File: src/rtl/hybridAdderPkg.sv
package hybridAdderPkg;

  // Operand width; the hybrid graph assumes a power of two of at least 4.
  localparam int ADD_WIDTH = 16;

  // Group generate of a span made of a lower block followed by an upper block.
  function automatic logic combineGen(input logic genLo, input logic genHi, input logic propHi);
    return genHi | (genLo & propHi);
  endfunction

  // Group propagate of the same merged span.
  function automatic logic combineProp(input logic propLo, input logic propHi);
    return propLo & propHi;
  endfunction

endpackage

File: src/rtl/adderPgGen.sv
module adderPgGen #(
  parameter int WIDTH = hybridAdderPkg::ADD_WIDTH
) (
  input  logic [WIDTH-1:0] opA,
  input  logic [WIDTH-1:0] opB,
  input  logic             carryIn,
  output logic [WIDTH-1:0] genBit,
  output logic [WIDTH-1:0] propBit
);

  logic [WIDTH-1:0] rawGen;

  assign rawGen  = opA & opB;
  assign propBit = opA ^ opB;

  // The carry-in becomes part of the generate term at position 0, so every
  // prefix span starting at 0 directly yields the carry out of its top bit.
  assign genBit[0] = rawGen[0] | (propBit[0] & carryIn);

  generate
    if (WIDTH > 1) begin : gUpper
      assign genBit[WIDTH-1:1] = rawGen[WIDTH-1:1];
    end
  endgenerate

endmodule

File: src/rtl/adderPrefixNet.sv
module adderPrefixNet #(
  parameter int WIDTH = hybridAdderPkg::ADD_WIDTH
) (
  input  logic [WIDTH-1:0] genIn,
  input  logic [WIDTH-1:0] propIn,
  output logic [WIDTH-1:0] spanGen,   // generate of span [0,i] = carry into i+1
  output logic [WIDTH-1:0] spanProp   // propagate of span [0,i]
);
  import hybridAdderPkg::*;

  localparam int HALF      = WIDTH / 2;
  localparam int KS_LEVELS = $clog2(HALF);

  // Node arrays of the dense core, indexed by pair number (odd position 2j+1).
  logic [HALF-1:0] ksGen  [KS_LEVELS+1];
  logic [HALF-1:0] ksProp [KS_LEVELS+1];

  generate
    // Sparse input level: merge each even bit with the odd bit above it.
    for (genvar j = 0; j < HALF; j++) begin : gPair
      assign ksGen[0][j]  = combineGen(genIn[2*j], genIn[2*j+1], propIn[2*j+1]);
      assign ksProp[0][j] = combineProp(propIn[2*j], propIn[2*j+1]);
    end

    // Dense core: full-fanout prefix over the pairs, distances 1, 2, 4, ...
    for (genvar lvl = 1; lvl <= KS_LEVELS; lvl++) begin : gDense
      localparam int DIST = 1 << (lvl - 1);
      for (genvar j = 0; j < HALF; j++) begin : gNode
        if (j >= DIST) begin : gCell
          assign ksGen[lvl][j]  = combineGen(ksGen[lvl-1][j-DIST], ksGen[lvl-1][j],
                                             ksProp[lvl-1][j]);
          assign ksProp[lvl][j] = combineProp(ksProp[lvl-1][j-DIST], ksProp[lvl-1][j]);
        end else begin : gWire
          assign ksGen[lvl][j]  = ksGen[lvl-1][j];
          assign ksProp[lvl][j] = ksProp[lvl-1][j];
        end
      end
    end

    // Sparse output level: odd positions are complete; each even position
    // i > 0 merges span [0,i-1] with its own bit.
    for (genvar j = 0; j < HALF; j++) begin : gFinish
      assign spanGen[2*j+1]  = ksGen[KS_LEVELS][j];
      assign spanProp[2*j+1] = ksProp[KS_LEVELS][j];
      if (j == 0) begin : gBase
        assign spanGen[0]  = genIn[0];
        assign spanProp[0] = propIn[0];
      end else begin : gEven
        assign spanGen[2*j]  = combineGen(ksGen[KS_LEVELS][j-1], genIn[2*j], propIn[2*j]);
        assign spanProp[2*j] = combineProp(ksProp[KS_LEVELS][j-1], propIn[2*j]);
      end
    end
  endgenerate

endmodule

File: src/rtl/adderSumGen.sv
module adderSumGen #(
  parameter int WIDTH = hybridAdderPkg::ADD_WIDTH
) (
  input  logic [WIDTH-1:0] propBit,
  input  logic [WIDTH:0]   carryVec,  // carryVec[i] = carry into position i
  output logic [WIDTH-1:0] sumOut,
  output logic             carryOut
);

  assign sumOut   = propBit ^ carryVec[WIDTH-1:0];
  assign carryOut = carryVec[WIDTH];

endmodule

File: src/rtl/hybridPrefixAdder.sv
module hybridPrefixAdder #(
  parameter int WIDTH = hybridAdderPkg::ADD_WIDTH
) (
  input  logic [WIDTH-1:0] opA,
  input  logic [WIDTH-1:0] opB,
  input  logic             carryIn,
  output logic [WIDTH-1:0] sumOut,
  output logic             carryOut
);

  logic [WIDTH-1:0] genBit;
  logic [WIDTH-1:0] propBit;
  logic [WIDTH-1:0] spanGen;
  logic [WIDTH-1:0] spanProp;
  logic [WIDTH:0]   carryVec;

  adderPgGen #(.WIDTH(WIDTH)) uPg (
    .opA     (opA),
    .opB     (opB),
    .carryIn (carryIn),
    .genBit  (genBit),
    .propBit (propBit)
  );

  adderPrefixNet #(.WIDTH(WIDTH)) uPrefix (
    .genIn    (genBit),
    .propIn   (propBit),
    .spanGen  (spanGen),
    .spanProp (spanProp)
  );

  assign carryVec = {spanGen, carryIn};

  adderSumGen #(.WIDTH(WIDTH)) uSum (
    .propBit  (propBit),
    .carryVec (carryVec),
    .sumOut   (sumOut),
    .carryOut (carryOut)
  );

  // Carry-chain checks across the operand ports, the prefix network and the sum stage.
  always_comb begin
    for (int i = 0; i < WIDTH; i++) begin
      if (opA[i] & opB[i])
        AST_CARRY_GENERATE: assert (carryVec[i+1]);
      if (!(opA[i] | opB[i]))
        AST_CARRY_KILL: assert (!carryVec[i+1]);
      if (opA[i] ^ opB[i])
        AST_CARRY_PASS: assert (carryVec[i+1] == carryVec[i]);
      if (spanProp[i])
        AST_SPAN_PASS: assert (carryVec[i+1] == carryIn);
      AST_SUM_BIT: assert (sumOut[i] == (opA[i] ^ opB[i] ^ carryVec[i]));
    end
  end

endmodule

File: config.mk
export PLATFORM = sky130hd
export DESIGN_NAME = hybridPrefixAdder
export DESIGN_NICKNAME = d
export VERILOG_FILES = /design/src/rtl/hybridAdderPkg.sv /design/src/rtl/adderPgGen.sv /design/src/rtl/adderPrefixNet.sv /design/src/rtl/adderSumGen.sv /design/src/rtl/hybridPrefixAdder.sv
export SDC_FILE = /design/constraint.sdc
export NUM_CORES = 1
export LEC_CHECK = 0
export ABC_AREA = 1
export BUFFER_PORTS_ARGS = -buffer_cell sky130_fd_sc_hd__buf_4
export CAP_MARGIN = 20
export CORE_MARGIN = 8
export CORE_UTILIZATION = 51
export DETAILED_ROUTE_END_ITERATION = 7
export PLACE_DENSITY = 0.86
export REMOVE_ABC_BUFFERS = 1
export SLEW_MARGIN = 25
export SYNTH_ARGS = -nofsm -noshare
export SYNTH_HDL_FRONTEND = slang
export SYNTH_HIERARCHICAL = 1
export SYNTH_SLANG_ARGS = --single-unit
export TNS_END_PERCENT = 100
File: constraint.sdc
create_clock -name vclk -period 4.1
set_clock_uncertainty 0.15 [all_clocks]
set_input_delay 1.23 -clock vclk [all_inputs]
set_output_delay 1.23 -clock vclk [all_outputs]
set_load 0.02 [all_outputs]
==> impl_metrics.tcl, run 1 <==
set metrics [dict create \
    final_util_pct 84.4 \
    pre_cts_ws_ns -0.0265 \
    whs_ns 2.63 \
    antenna_found_initial 0 \
    path_class "in -> out" \
    syn-cell-area_um2 957 \
    regArea_um2 0 \
    max_slew_margin_pct 87.6 \
    finalCritPeriodShare_pct 98.4 \
    final_max_slew_viol_count 0 \
    crit_arrival_ns 2.65 \
    grt_usage_pct 14.4 \
    grtUsageMet3_pct 1.95 \
    core-area_mm2 0.00175 \
    grt_start_max_net_pins 6 \
    drt_drc_violations_left 0 \
    routedWlPerCell_um 10.6 \
    via_count 1222 \
    powerDensity_mw_per_mm2 177 \
    drt_iter0_markers 25 \
    io_pins 50 \
    dp_hpwl_um 2380 \
    met1_usage_pct 14.4 \
    area_growth_pct 54.0 \
    worst_slack_ns 0.0673 \
    rows 15 \
    required_ns 2.72 \
    min_period_ns 4.03 \
    detail-route-antenna-nets 0 \
    path_max_fanout 3 \
    die_h_um 59.3 \
    cts_hold_buf 0 \
    final_area_mm2 0.00147 \
    grt_pass1_vias 1117 \
    rsz0062_at_grt "true" \
    ir_drop_uv 129 \
    outcome "finished clean" \
    syn_inst 189 \
    path_cells "buf_4 -> ha_4 -> nand2_1 -> nand2_2 -> nand2_1 -> nand2_2 -> nand2_1 -> nand2_2 -> nand2_1 -> nand2_2 -> a21o_1 -> inv_1 -> nand2_1 -> nand2_1 -> buf_4" \
    critPathBufInv 3 \
    final_hold_viol_count 0 \
    place_area_mm2 0.00136 \
    antenna_cells 0 \
    fill_cells 119 \
    finalSetupViolCount 0 \
    die_x_um 59.3 \
    initial_core_util_pct 54.8 \
    nets 294 \
    nClkBuffers 0 \
    p_leak_nw 1.00 \
    worst_path_largest_cell_delay_ns 0.26 \
    finalWirelength_um 2840 \
    tightest_slew_ns 0.186 \
    grt_pass1_wl_um 4280 \
    routabilityCongestion 0.751 \
    viasPerCell 4.56 \
    fmax_ghz 0.248 \
    critPathTopFamily "simple AND/OR/NAND/NOR gates" \
    grtUsageMet2_pct 30.2 \
    port_buffers 50 \
    cp_common_cell "nand2_1" \
    dieArea_mm2 0.00352 \
    syn_avg_cell_area_um2 5.06 \
    design.seq.count 0 \
    hp-class "in -> out" \
    drive_gt1_share_pct 35.0 \
    tns_ns 0 \
    critical-path-slowest-cell "ha_4" \
    grt_busiest_layer "met2" \
    cp-end-kind "primary output" \
    worst_setup_path_start_kind "primary input" \
    drt-pass1-iter-count 6 \
    gr-total-overflow 0 \
    drv_cap 0 \
    yosysWarnings 6 \
]
## metrics by stage
stage | power (W) | std cells
after floorplan | 0.000149 | 187
final | 0.000261 | 268
after detailed placement | 0.000240 | 263
after global routing | 0.000290 | 268
after global placement | 0.000231 | 263
after CTS | 0.000243 | 264
## tightest hold or removal path, stage by stage
cell and delay (ns):
buf_4 0.09, nand2_1 0.04, nand2_1 0.05, buf_4 0.13
## layout by cell type, fill, tap and decap left out, types with 2 or more instances in the layout
master and count:
a21o_1 4, a21oi_2 2, buf_4 56, ha_1 12, ha_4 4, inv_1 56, nand2_1 78, nand2_2 15
nand3_2 2, nor2_1 2, nor2_4 3, nor3_1 2
## layer usage
metal	part of all wire [%]	wire length (um)	vias up
li1	-	-	652
met1	39	1110	536
met2	56	1580	32
met3	4.6	130	2
met4	0.49	14	0
met5	0	0	-
## power breakdown
part           internal, W  switching [W]
clock                    0              0
combinational     0.000117       0.000144
sequential               0              0
total             0.000117       0.000144
## worst paths after layout
| check | from | to | slack, ns | cells after the start |
|---|---|---|---|---|
| worst max-delay path | opB[0] | sumOut[9] | 0.07 | 15 |
| worst min-delay path | carryIn | sumOut[0] | 2.63 | 4 |
## layout make-up
cell class | instances | area, um^2 | share of cell area [%]
inverter | 57 | 214 | 14.5
multi-input combinational | 130 | 808 | 54.8
timing repair buffer | 56 | 420 | 28.5
tap | 25 | 31.3 | 2.12
## what timing repair did
action	CTS	global route
setup endpoints to repair	3	5
gates cloned	0	0
gates resized for setup	1	12
pin swaps	1	4
setup buffers	1	4
Note: power is estimated with default switching activity, not from simulation.
==> inputs of run 2 (changes only) <==
Settings changed: CORE_ASPECT_RATIO from default to 2, CORE_UTILIZATION 51 to 24, PLACE_DENSITY 0.86 to default, RECOVER_POWER from default to 100.
==> impl_metrics.tcl, run 2 (same netlist as run 1, synthesis figures left out) <==
set metrics [dict create \
    min_period_ns 3.98 \
    dp.cells 290 \
    drt_drc_violations_left 0 \
    final_cells 292 \
    critical-path-slowest-cell "ha_4" \
    ir_drop_uv 76.9 \
    rows 32 \
    die_h_um 105 \
    area_growth_pct 63.9 \
    die_x_um 60.7 \
    path_cells "clkbuf_2 -> ha_4 -> nand2_2 -> nand2_2 -> nand2_1 -> nand2_2 -> nand2_1 -> nand2_2 -> nand2_1 -> nand2_2 -> a21o_1 -> inv_1 -> nand2_1 -> nand2_1 -> buf_6" \
    detail-route-antenna-nets 0 \
    cts_hold_buf 0 \
    p_int_w 0.000122 \
    drt-pass1-iter-count 2 \
    finalWirelength_um 2790 \
    worst_setup_path_start_kind "primary input" \
    final_cell_mix "nand2_1 (78), inv_1 (56), buf_4 (50), nand2_2 (14), ha_4 (9)" \
    path_max_fanout 3 \
    drv_cap 0 \
    p_switching_w 0.000146 \
    finalSetupViolCount 0 \
    port_buffers 50 \
    fmax_ghz 0.252 \
    outcome "finished clean" \
    design.seq.count 0 \
    whs_ns 2.68 \
    drt_iter0_markers 1 \
    critPathBufInv 3 \
    cp-end-kind "primary output" \
    nets 292 \
    seqPwrFrac_pct 0 \
    powerDensity_mw_per_mm2 171 \
    grt_pass1_wl_um 4440 \
    final_hold_viol_count 0 \
    crit_arrival_ns 2.60 \
    dieArea_mm2 0.00639 \
    grt_pass1_vias 1131 \
    dp_hpwl_um 2410 \
    final_common_cell "nand2_1" \
    final_max_slew_viol_count 0 \
    regArea_um2 0 \
    tightest_slew_ns 0.260 \
    final_util_pct 40.8 \
    path_class "in -> out" \
    antenna_found_initial 0 \
    gr-total-overflow 0 \
    totalPowerFinal_w 0.000268 \
    routabilityCongestion 0.756 \
    worst_path_largest_cell_delay_ns 0.24 \
    pwr-share-comb_pct 100.0 \
    initial_core_util_pct 24.9 \
    critPathTopFamily "simple AND/OR/NAND/NOR gates" \
    core-area_mm2 0.00384 \
    via_count 1181 \
    finalCritPeriodShare_pct 97.0 \
    viasPerCell 4.04 \
    grt_start_max_net_pins 6 \
    antenna_cells 0 \
    switching_share_pct 54.3 \
    hp-class "in -> out" \
    grt_usage_pct 8.10 \
    routedWlPerCell_um 9.57 \
    max_slew_margin_pct 82.8 \
    required_ns 2.72 \
    p_leak_nw 0.995 \
    nClkBuffers 0 \
    io_pins 50 \
    clkPwrFrac_pct 0 \
    drive_gt1_share_pct 37.3 \
]
==> run 2: area by class of cell <==
type | instances | area [um^2]
fillers | 437 | 2270
inverters | 57 | 214
well taps | 51 | 63.8
repair buffers | 54 | 407
multi-input cells | 130 | 885
==> run 2: worst paths after layout <==
kind / from / to / slack [ns] / cells after the start
min: carryIn / sumOut[0] / 2.68 / 5
max: opA[0] / sumOut[9] / 0.12 / 15
==> run 2: worst min-delay path: cells and delay by family <==
kind                   cells  cell delay, ns
buffers and inverters      3            0.28
and+or+nand+nor            2            0.08
==> run 2: layer usage <==
metal	wire, um	part of all wire, %	GRT usage [%]
met4	0	0	0
met3	216	7.7	1.95
met5	0	0	0
met2	1750	63	17.9
met1	824	29	6.63
==> run 2: power by group through the flow <==
| stage | combinational, W | clock [W] | sequential (W) |
|---|---|---|---|
| 3_5_place_dp | 0.000243 | 0 | 0 |
| 2_1_floorplan | 0.000149 | 0 | 0 |
| 4_1_cts | 0.000244 | 0 | 0 |
| 6_report | 0.000268 | 0 | 0 |
| 5_1_grt | 0.000300 | 0 | 0 |
| 3_3_place_gp | 0.000240 | 0 | 0 |
==> run 2: timing repair <==
action	CTS	global route
resized for setup	0	25
endpoints found under the hold margin	0	0
endpoints found under the setup margin	0	7
buffers inserted	0	2
==> run 2: through the flow <==
stage	area [um^2]	setup TNS, ns	setup WS (ns)
global route	1570	-0.00383	-0.00383
finish	1570	0	0.125
global placement	1400	0	0.0647
floorplan	942	0	0.261
CTS	1400	0	0.0210
detailed placement	1400	0	0.0230
==> inputs of run 3 (changes only) <==
Settings changed: CORE_UTILIZATION 24 to 28, PLACE_DENSITY from default to 0.6.
==> impl_metrics.tcl, run 3 (same netlist as run 1, synthesis figures left out) <==
set metrics [dict create \
    dp_hpwl_um 2250 \
    min_period_ns 3.96 \
    core-area_mm2 0.00334 \
    routedWlPerCell_um 9.21 \
    place_area_mm2 0.00138 \
    path_class "in -> out" \
    port_buffers 50 \
    via_count 1164 \
    grt_pass1_wl_um 4480 \
    gr-total-overflow 0 \
    initial_core_util_pct 28.7 \
    p_leak_nw 0.977 \
    worst_slack_ns 0.139 \
    worst_path_largest_cell_delay_ns 0.33 \
    required_ns 2.72 \
    final_area_mm2 0.00151 \
    critical-path-slowest-cell "ha_1" \
    rows 30 \
    antenna_cells 0 \
    worst_setup_path_start_kind "primary input" \
    area_growth_pct 58.2 \
    drt-pass1-iter-count 4 \
    grt_start_max_net_pins 6 \
    detail-route-antenna-nets 0 \
    final_hold_viol_count 0 \
    fill_cells 372 \
    drv_cap 0 \
    routabilityCongestion 0.723 \
    final_cells 273 \
    path_cells "buf_4 -> ha_1 -> nand2_1 -> buf_4 -> nor2_1 -> a21oi_1 -> nand2_2 -> buf_4 -> inv_1 -> nand2_1 -> nand2_1 -> buf_4" \
    final_cell_mix "nand2_1 (77), inv_1 (55), buf_4 (47), nand2_2 (16), ha_4 (10)" \
    regArea_um2 0 \
    outcome "finished clean" \
    dp.cells 272 \
    ir_drop_uv 66.8 \
    nets 292 \
    finalWirelength_um 2520 \
    nClkBuffers 0 \
    crit_arrival_ns 2.58 \
    final_util_pct 45.3 \
    finalSetupViolCount 0 \
    drive_gt1_share_pct 35.3 \
    die_x_um 57.3 \
    cp_common_cell "buf_4" \
    whs_ns 2.68 \
    powerDensity_mw_per_mm2 168 \
    design.seq.count 0 \
    drt_drc_violations_left 0 \
    drt_iter0_markers 17 \
    final_max_slew_viol_count 0 \
    hp-class "in -> out" \
    die_h_um 98.7 \
    final_common_cell "nand2_1" \
    dieArea_mm2 0.00566 \
    grt_usage_pct 8.87 \
    finalCritPeriodShare_pct 96.6 \
    io_pins 50 \
    grt_pass1_vias 1198 \
    viasPerCell 4.26 \
    cp-end-kind "primary output" \
    tightest_slew_ns 0.263 \
    fmax_ghz 0.252 \
    antenna_found_initial 0 \
    pre_cts_ws_ns 0.0453 \
    cts_hold_buf 0 \
    path_max_fanout 4 \
    max_slew_margin_pct 82.5 \
    multi_input_area_um2 877 \
]
run 3: worst paths after layout:
path,startpoint,end,slack (ns),depth (start not counted)
worst max-delay path,opA[10],sumOut[14],0.14,12
worst min-delay path,carryIn,sumOut[0],2.68,5
run 3: repair_timing:
item                                    CTS  global route
endpoints found under the hold margin     0             0
endpoints found under the setup margin    0             6
resized for setup                         0            20
buffers inserted                          0             1
run 3: report_power, final:
| part | switching (W) | total (W) | internal [W] | leakage (nW) |
|---|---|---|---|---|
| Sequential | 0 | 0 | 0 | 0 |
| Combinational | 0.000141 | 0.000254 | 0.000113 | 0.977 |
| Clock | 0 | 0 | 0 | 0 |
| Total | 0.000141 | 0.000254 | 0.000113 | 0.977 |
run 3: worst max-delay path, delay by kind of cell:
kind                     cells  cell delay [ns]
AND/OR/NAND/NOR              5             0.32
adder cells (fa/ha/maj)      1             0.33
AO/OA/AOI/OAI                1             0.15
buffers and inverters        5             0.55
run 3: layer usage:
layer	routed length (um)	track usage [%]
met1	905	7.81
met2	1450	19.5
met3	163	1.96
met4	0	0
met5	0	0
run 3: metrics by stage:
step | setup TNS, ns | total power, W
global placement | 0 | 0.000241
CTS | 0 | 0.000244
finish | 0 | 0.000254
floorplan | 0 | 0.000149
detailed placement | 0 | 0.000243
global route | -0.00469 | 0.000289
run 3: area by class of cell:
class | instances | share of cell area, %
timing repair buffer | 54 | 25.3
multi-input combinational | 130 | 57.9
tap | 32 | 2.64
inverter | 57 | 14.1
